File: src/rtl/drv_mbox_pkg.sv
// Shared constants, command codes and the packet checksum for the drive mailbox.
// Assumes a ten-byte packet and a 5-bit byte address space.
package drv_mbox_pkg;
    localparam int PKT_BYTES = 10;
    localparam int ADDR_W    = 5;
    localparam int IDX_W     = $clog2(PKT_BYTES);
    localparam int SUB_W     = 3;
    localparam logic [7:0] SUB_MAX = 8'd5;
    localparam logic [7:0] BAD_SUB_QUERY = 8'h0F;

    typedef enum logic [3:0] {
        OP_STATUS  = 4'h0,
        OP_STOP    = 4'h1,
        OP_TOC     = 4'h2,
        OP_READ    = 4'h3,
        OP_SEEK    = 4'h4,
        OP_PAUSE   = 4'h6,
        OP_RESUME  = 4'h7,
        OP_FWD     = 4'h8,
        OP_REW     = 4'h9,
        OP_RESTORE = 4'hA,
        OP_CLOSE   = 4'hC,
        OP_OPEN    = 4'hD,
        OP_UNKNOWN = 4'hF
    } drv_cmd_e;

    // Checksum byte: low nibble of the inverted sum of the first nine bytes.
    function automatic logic [7:0] pkt_checksum(input logic [PKT_BYTES-2:0][7:0] b);
        logic [7:0] s;
        s = 8'h00;
        for (int i = 0; i < PKT_BYTES - 1; i++) s = s + b[i];
        return 8'h0F & ~s;
    endfunction
endpackage

File: src/rtl/drv_status_packer.sv
// Status packet builder: on export_req it captures the four 16-bit words
// (high byte first), the extension byte and the checksum, and pulses irq
// when irq_en is set. Assumes export_req lasts one cycle per export.
module drv_status_packer
    import drv_mbox_pkg::*;
#(
    parameter int NBYTES = PKT_BYTES,
    parameter int WORD_W = 16
) (
    input  logic                   clk,
    input  logic                   rst_n,
    input  logic                   export_req,
    input  logic                   irq_en,
    input  logic [WORD_W-1:0]      stat_word,
    input  logic [WORD_W-1:0]      min_word,
    input  logic [WORD_W-1:0]      sec_word,
    input  logic [WORD_W-1:0]      frm_word,
    input  logic [7:0]             ext_byte,
    output logic [NBYTES-1:0][7:0] stat_bytes,
    output logic                   irq
);
    localparam int NWORDS = 4;
    localparam logic [NBYTES-1:0][7:0] RST_PKT = {8'h0F, {(NBYTES-1){8'h00}}};

    logic [NWORDS-1:0][WORD_W-1:0] words;
    logic [NBYTES-1:0][7:0]        nxt;

    assign words = {frm_word, sec_word, min_word, stat_word};

    // Lay out each word high byte first at consecutive even offsets.
    for (genvar gi = 0; gi < NWORDS; gi++) begin : g_word
        assign nxt[2*gi]   = words[gi][WORD_W-1:WORD_W-8];
        assign nxt[2*gi+1] = words[gi][7:0];
    end
    assign nxt[NBYTES-2] = ext_byte;
    assign nxt[NBYTES-1] = pkt_checksum(nxt[NBYTES-2:0]);

    // Packet register: capture the whole packet on an export.
    always_ff @(posedge clk) begin
        if (!rst_n)          stat_bytes <= RST_PKT;
        else if (export_req) stat_bytes <= nxt;
    end

    // Interrupt pulse: one cycle after an export with the enable set.
    always_ff @(posedge clk) begin
        if (!rst_n) irq <= 1'b0;
        else        irq <= export_req & irq_en;
    end

    assert_pkt_hold_R2: assert property (@(posedge clk) disable iff (!rst_n)
        !$past(export_req) |-> $stable(stat_bytes));
    assert_irq_cause_R6: assert property (@(posedge clk) disable iff (!rst_n)
        irq |-> ($past(export_req) && $past(irq_en)));
endmodule

File: src/rtl/drv_cmd_decoder.sv
// Command packet store and decoder: holds ten command bytes, and on a write
// to the last byte decodes the stored opcode and sub-query into registered
// outputs that stay put until the next such write. Also owns the query byte.
module drv_cmd_decoder
    import drv_mbox_pkg::*;
#(
    parameter int NBYTES = PKT_BYTES,
    parameter int IW     = IDX_W,
    parameter int SW     = SUB_W
) (
    input  logic                   clk,
    input  logic                   rst_n,
    input  logic                   wr_en,
    input  logic [IW-1:0]          wr_idx,
    input  logic [7:0]             wr_data,
    output logic [NBYTES-1:0][7:0] cmd_bytes,
    output logic                   cmd_valid,
    output logic [3:0]             cmd_code,
    output logic [SW-1:0]          toc_sub,
    output logic [7:0]             query_lo
);
    localparam logic [IW-1:0] LAST_IDX = IW'(NBYTES - 1);
    localparam int OPC_IDX = 0;
    localparam int SUB_IDX = 3;

    logic       strobe;
    drv_cmd_e   dec_code, code_q;
    logic [SW-1:0] dec_sub;
    logic [7:0] dec_query;
    logic [7:0] opc, sub_raw;

    assign strobe  = wr_en && (wr_idx == LAST_IDX);
    assign opc     = cmd_bytes[OPC_IDX];
    assign sub_raw = cmd_bytes[SUB_IDX];

    // Command byte store, written by the host one byte at a time.
    always_ff @(posedge clk) begin
        if (!rst_n)     cmd_bytes <= '0;
        else if (wr_en) cmd_bytes[wr_idx] <= wr_data;
    end

    // Opcode and sub-query decode from the stored bytes.
    always_comb begin
        dec_code  = OP_UNKNOWN;
        dec_sub   = '0;
        dec_query = query_lo;
        case (opc)
            8'h00: dec_code = OP_STATUS;
            8'h01: dec_code = OP_STOP;
            8'h02: begin
                if (sub_raw <= SUB_MAX) begin
                    dec_code  = OP_TOC;
                    dec_sub   = sub_raw[SW-1:0];
                    dec_query = sub_raw;
                end else begin
                    dec_code  = OP_STATUS;
                    dec_query = BAD_SUB_QUERY;
                end
            end
            8'h03: dec_code = OP_READ;
            8'h04: dec_code = OP_SEEK;
            8'h06: dec_code = OP_PAUSE;
            8'h07: dec_code = OP_RESUME;
            8'h08: dec_code = OP_FWD;
            8'h09: dec_code = OP_REW;
            8'h0A: dec_code = OP_RESTORE;
            8'h0C: dec_code = OP_CLOSE;
            8'h0D: dec_code = OP_OPEN;
            default: dec_code = OP_UNKNOWN;
        endcase
    end

    // Decode result registers, loaded only on the final-byte strobe.
    always_ff @(posedge clk) begin
        if (!rst_n) begin
            cmd_valid <= 1'b0;
            code_q    <= OP_STATUS;
            toc_sub   <= '0;
            query_lo  <= 8'h00;
        end else begin
            cmd_valid <= strobe;
            if (strobe) begin
                code_q   <= dec_code;
                toc_sub  <= dec_sub;
                query_lo <= dec_query;
            end
        end
    end

    assign cmd_code = code_q;

    assert_strobe_src_R8: assert property (@(posedge clk) disable iff (!rst_n)
        cmd_valid |-> ($past(wr_en) && ($past(wr_idx) == LAST_IDX)));
    assert_code_hold_R8: assert property (@(posedge clk) disable iff (!rst_n)
        !cmd_valid |-> ($stable(cmd_code) && $stable(toc_sub)));
    assert_toc_query_R10: assert property (@(posedge clk) disable iff (!rst_n)
        (cmd_valid && cmd_code == OP_TOC) |-> (query_lo == 8'(toc_sub)));
    assert_bad_sub_R11: assert property (@(posedge clk) disable iff (!rst_n)
        (cmd_valid && cmd_code == OP_STATUS && query_lo == BAD_SUB_QUERY) |-> (toc_sub == '0));
endmodule

File: src/rtl/drv_mailbox.sv
// Top of the drive mailbox: decodes the host byte address into the status
// packet (read only), the command packet, the fader, control and mask bytes,
// and trims the control byte on every status export.
// Map: 0..9 status, 10..19 command, 20/21 fader high/low, 22 control, 23 mask.
module drv_mailbox
    import drv_mbox_pkg::*;
#(
    parameter int AW      = ADDR_W,
    parameter int NBYTES  = PKT_BYTES,
    parameter int IRQ_BIT = 4
) (
    input  logic          clk,
    input  logic          rst_n,
    input  logic          host_we,
    input  logic [AW-1:0] host_addr,
    input  logic [7:0]    host_wdata,
    output logic [7:0]    host_rdata,
    input  logic          export_req,
    input  logic [7:0]    drv_stat_hi,
    input  logic [15:0]   drv_min,
    input  logic [15:0]   drv_sec,
    input  logic [15:0]   drv_frm,
    input  logic [7:0]    drv_ext,
    output logic          drv_irq,
    output logic          cmd_valid,
    output logic [3:0]    cmd_code,
    output logic [2:0]    toc_sub,
    output logic [15:0]   fader_level,
    output logic [7:0]    drv_ctrl
);
    localparam int IW = $clog2(NBYTES);
    localparam logic [AW-1:0] CMD_BASE = AW'(NBYTES);
    localparam logic [AW-1:0] REG_BASE = AW'(2 * NBYTES);
    localparam logic [AW-1:0] A_FAD_HI = REG_BASE;
    localparam logic [AW-1:0] A_FAD_LO = REG_BASE + AW'(1);
    localparam logic [AW-1:0] A_CTRL   = REG_BASE + AW'(2);
    localparam logic [AW-1:0] A_MASK   = REG_BASE + AW'(3);
    localparam logic [7:0]    CTRL_KEEP = 8'h03;

    logic [NBYTES-1:0][7:0] stat_bytes, cmd_bytes;
    logic [7:0]  query_lo, mask_q;
    logic        in_stat, in_cmd;
    logic [IW-1:0] stat_idx, cmd_idx;

    assign in_stat  = host_addr < CMD_BASE;
    assign in_cmd   = (host_addr >= CMD_BASE) && (host_addr < REG_BASE);
    assign stat_idx = IW'(host_addr);
    assign cmd_idx  = IW'(host_addr - CMD_BASE);

    drv_status_packer #(.NBYTES(NBYTES), .WORD_W(16)) u_packer (
        .clk        (clk),
        .rst_n      (rst_n),
        .export_req (export_req),
        .irq_en     (mask_q[IRQ_BIT]),
        .stat_word  ({drv_stat_hi, query_lo}),
        .min_word   (drv_min),
        .sec_word   (drv_sec),
        .frm_word   (drv_frm),
        .ext_byte   (drv_ext),
        .stat_bytes (stat_bytes),
        .irq        (drv_irq)
    );

    drv_cmd_decoder #(.NBYTES(NBYTES), .IW(IW), .SW(3)) u_decoder (
        .clk       (clk),
        .rst_n     (rst_n),
        .wr_en     (host_we && in_cmd),
        .wr_idx    (cmd_idx),
        .wr_data   (host_wdata),
        .cmd_bytes (cmd_bytes),
        .cmd_valid (cmd_valid),
        .cmd_code  (cmd_code),
        .toc_sub   (toc_sub),
        .query_lo  (query_lo)
    );

    // Fader and mask registers, written by the host.
    always_ff @(posedge clk) begin
        if (!rst_n) begin
            fader_level <= 16'h0000;
            mask_q      <= 8'h00;
        end else if (host_we) begin
            if (host_addr == A_FAD_HI) fader_level[15:8] <= host_wdata;
            if (host_addr == A_FAD_LO) fader_level[7:0]  <= host_wdata;
            if (host_addr == A_MASK)   mask_q            <= host_wdata;
        end
    end

    // Control register: an export trims it and overrides a host write.
    always_ff @(posedge clk) begin
        if (!rst_n)                                  drv_ctrl <= 8'h00;
        else if (export_req)                         drv_ctrl <= drv_ctrl & CTRL_KEEP;
        else if (host_we && host_addr == A_CTRL)     drv_ctrl <= host_wdata;
    end

    // Host read multiplexer.
    always_comb begin
        host_rdata = 8'h00;
        if (in_stat)                    host_rdata = stat_bytes[stat_idx];
        else if (in_cmd)                host_rdata = cmd_bytes[cmd_idx];
        else if (host_addr == A_FAD_HI) host_rdata = fader_level[15:8];
        else if (host_addr == A_FAD_LO) host_rdata = fader_level[7:0];
        else if (host_addr == A_CTRL)   host_rdata = drv_ctrl;
        else if (host_addr == A_MASK)   host_rdata = mask_q;
    end

    assert_ctrl_trim_R5: assert property (@(posedge clk) disable iff (!rst_n)
        $past(export_req) |-> (drv_ctrl[7:2] == 6'h00));
    assert_valid_irq_onehot_R6: assert property (@(posedge clk) disable iff (!rst_n)
        drv_irq |-> $past(mask_q[IRQ_BIT]));
endmodule

File: config.mk
export PLATFORM = sky130hd
export DESIGN_NAME = drv_mailbox
export DESIGN_NICKNAME = d
export VERILOG_FILES = /design/src/rtl/drv_mbox_pkg.sv /design/src/rtl/drv_status_packer.sv /design/src/rtl/drv_cmd_decoder.sv /design/src/rtl/drv_mailbox.sv
export SDC_FILE = /design/constraint.sdc
export NUM_CORES = 1
export LEC_CHECK = 0
export CORE_ASPECT_RATIO = 2
export CORE_UTILIZATION = 40
export DETAILED_ROUTE_END_ITERATION = 10
export PLACE_DENSITY_LB_ADDON = 0.1
export SLEW_MARGIN = 5
export SYNTH_ARGS = -nofsm -noshare
export SYNTH_HDL_FRONTEND = slang
export SYNTH_SLANG_ARGS = --single-unit
File: constraint.sdc
create_clock -name clk -period 5.2 [get_ports clk]
set_input_delay 1.04 -clock clk [delete_from_list [all_inputs] [get_ports clk]]
set_output_delay 1.04 -clock clk [all_outputs]
set_load 0.02 [all_outputs]
==> impl_results.md <==
* CP Buf/Inv Count at 4
* EDFF count, synth at 0
* DRC Markers at 0
* Worst hold path class: flip-flop to flip-flop
* Largest net degree at the start of global routing at 91
* Pwr Total at 3900 uW
* Chip width at 116 um
* Slowest cell on the critical path: clkdlybuf4s50_1
* Hold Vio Cnt, Final at 0
* Final HPWL DP at 21.0 mm
* CP dominant cell by count: clkdlybuf4s50_1
* CP Cell Sequence: clkdlybuf4s50_1 > inv_1 > ha_1 > and3_1 > buf_4 > a32oi_1 > a31o_2 > a21oi_1 > clkdlybuf4s50_1
* Main synth FF type: dfxtp_1
* Post-CTS resize count at 0
* Final Max Slew Viols at 0
* Worst-Skew Late Latency at 0.51 ns
* Adder and majority gate portion of the synthesized area at 3.83%
* Synth area leader: dfxtp_1
* Dominant cell by count in the synthesized netlist: dfxtp_1
* Mapped Avg Cell Area at 10.7 sq um
* Non-filler cells, final at 1,417
* Number of buffers inserted by port buffering at 121
* Die Area at 26,500 sq um
* Fin Hold WS at 0.463 ns
* First-pass GRT wire length at 45.0 mm
* WP data required at 4.16 ns
* Routed vias at 7,242
* DR WL/cell at 20.6 um
* Share of the synthesized area in the top cell type at 39.7%
* Hold_buf cts at 0
* RSZ-0062 raised after global routing: no
* DRT antenna net count at 0
* Element type at the critical path start: input port
* CTS Buf Count at 21
* Total core area at 25,200 sq um
* Main combinational cell family by area after synthesis: multiplexers
* Worst path top cell family by delay: buffers and inverters
* Clk slew on worst S/H paths at 0.07 ns
* Placed cells at 1,381
* Post-synthesis mux area share at 24.5%
* Static leakage at 0.00515 uW
* Diodes inserted at 0
* Critical setup path kind: input port to output port
* Synth Net Count at 1,066
* Chip height at 229 um
* Post-Synth XOR/XNOR Area at 1.56%
* Synth Warn # at 0
* Ranking of synthesized cells by area: dfxtp_1 40%, mux2i_1 17%, nor2b_1 10%, mux4_2 6.3%, fa_1 3.1%
* Area growth syn-to-layout at 22.2%
* Post-CTS setup buffer count at 0
* Setup-failing EPs final at 0
* Crit Path Max Fanout at 9
* Root buf cell: clkbuf_16
* Max cap viols at 0
* NumNets Final at 1,171
* Slew headroom at 39.9%
* H-Tree Depth at 1
* Crit end category: output port
* I/O pins at 122
* Antenna violations before repair at 0
* Compound-cell area share of the yosys netlist at 10.1%
* Clk buf depth at 3
* Fmax at 0.209 GHz
* Vias in the first global route at 7,808
* Slew @ Worst Pin at 0.893 ns
* Clock sinks at 205
* Detailed-route wire length at 29.1 mm
* Routability cong. at 0.838
* Synth cell count leaders: 205 x dfxtp_1, 177 x mux2i_1, 166 x nor2b_1, 58 x nand2_1, 41 x clkbuf_1
* Grt ovf at 0
* Setup TNS at 0 ns
* Drt via density at 5.11
* Ys async rst share at 0%
* Max VDD drop at 0.263 mV
* Yosys cell types at 61
* Initial Util at 40.9%
* Starting DRC count in detailed routing at 303
* Arrival time of the worst setup path at 3.76 ns
* Min Tclk post-route at 4.80 ns
* Final period utilization at 92.2%
* Cells after synthesis at 963
* Share of layout cells above drive strength 1 at 12.5%
* Number of placement rows at 82
* Status: finished clean
* DR pass1 iterations at 4
* GRT Util Overall at 22.8%
* Slowest stage delay, CP at 0.65 ns
* CTS tree: built
* Mapped cell area at 10,300 sq um
* Yosys reg bits at 205
* Simple-gate portion of the synthesized area at 16.1%
* Sequential fraction of the synthesis area at 39.7%
* Worst Clk Skew at 0.00782 ns
* PwrDens at 309 nW/um^2
-- where the power goes --
| part | switching, uW | total (uW) | internal (uW) |
|---|---|---|---|
| combinational | 288 | 572 | 284 |
| clock | 651 | 1680 | 1030 |
| sequential | 26.2 | 1640 | 1620 |
| total | 966 | 3900 | 2930 |
-- cell usage in the layout (no fill, tap or decap), drive strengths merged, types with 3 or more instances in the layout --
master         Yosys  layout
and3              11      11
nor3               3       3
a31o               3       3
mux2               9       9
o311a              3       3
xnor2             13      13
clkdlybuf4s50      0     117
ha                 6       6
mux2i            177     177
nor3b              4       4
o211a              9       9
nor2              13      13
clkbuf            41      25
inv               26      26
mux4              29      29
bufinv             0       5
nand2             58      58
nor4               3       3
o2bb2ai            3       3
a21oi             18      18
a21boi            17      17
o21ai             19      19
nand3             14      14
a21o               4       4
nor2b            167     167
nand2b             6       6
o2111ai            9       9
fa                16      16
dfxtp            205     205
buf               30      36
a22oi             24      24
clkinv             0       5
-- per-layer routing --
metal  track usage (%)  share of wire, %
met5                 0                 0
met4              8.85               2.9
met3              3.39               3.7
met2              44.2                56
met1              23.7                37
-- logic make-up after synthesis --
kind of cell,Yosys count
AOI/OAI and AO/OA,121
and+or+nand+nor,287
muxes,215
xor gates and xnor gates,16
DFF,205
adders and majority gates,22
buffers and inverters,97
-- sequential cells by signal (all words and copies together), names as in the netlist --
signal,cells
u_decoder.toc_sub,3
drv_ctrl,8
u_decoder.opc,8
u_decoder.cmd_code,4
u_decoder.sub_raw,8
u_packer.irq,1
mask_q,8
u_decoder.cmd_valid,1
u_decoder.query_lo,8
fader_level,16
u_decoder.cmd_bytes,64
u_packer.stat_bytes,76
-- stage by stage --
| step | setup slack (ns) | util, % | cell area, sq um |
|---|---|---|---|
| finish | 0.404 | 50.0 | 12600 |
| global route | 0.269 | 50.0 | 12600 |
| CTS | 0.409 | 50.0 | 12600 |
| detailed placement | 0.151 | 47.0 | 11900 |
| global placement | 0.231 | 47.0 | 11900 |
| floorplan | 0.789 | - | 10300 |
-- worst min-delay path: cells and delay by family (launching register included) --
| family | cells | cell delay, ns |
|---|---|---|
| DFF | 1 | 0.31 |
| AOI/OAI and AO/OA | 1 | 0.05 |
| and+or+nand+nor | 1 | 0.06 |
-- cell type report --
class,count,area [sq um]
Clock buffer,25,571
Clock inverter,11,183
Fill cell,2387,12600
Inverter,26,97.6
Multi-Input combinational cell,661,5800
Sequential cell,205,4100
Tap cell,336,420
Timing Repair Buffer,153,1450
-- final timing paths --
check                                                to  slack (ns)                  start  cells after the start
worst min-delay path               u_decoder.toc_sub[0]        0.46   u_decoder.toc_sub[0]                      2
worst min register to register     u_decoder.toc_sub[0]        0.46   u_decoder.toc_sub[0]                      2
worst max-delay path                      host_rdata[6]        0.40           host_addr[2]                      9
worst max register to register  u_packer.stat_bytes[75]        1.43  u_decoder.query_lo[2]                     12
(Power assumes the default switching activity.)
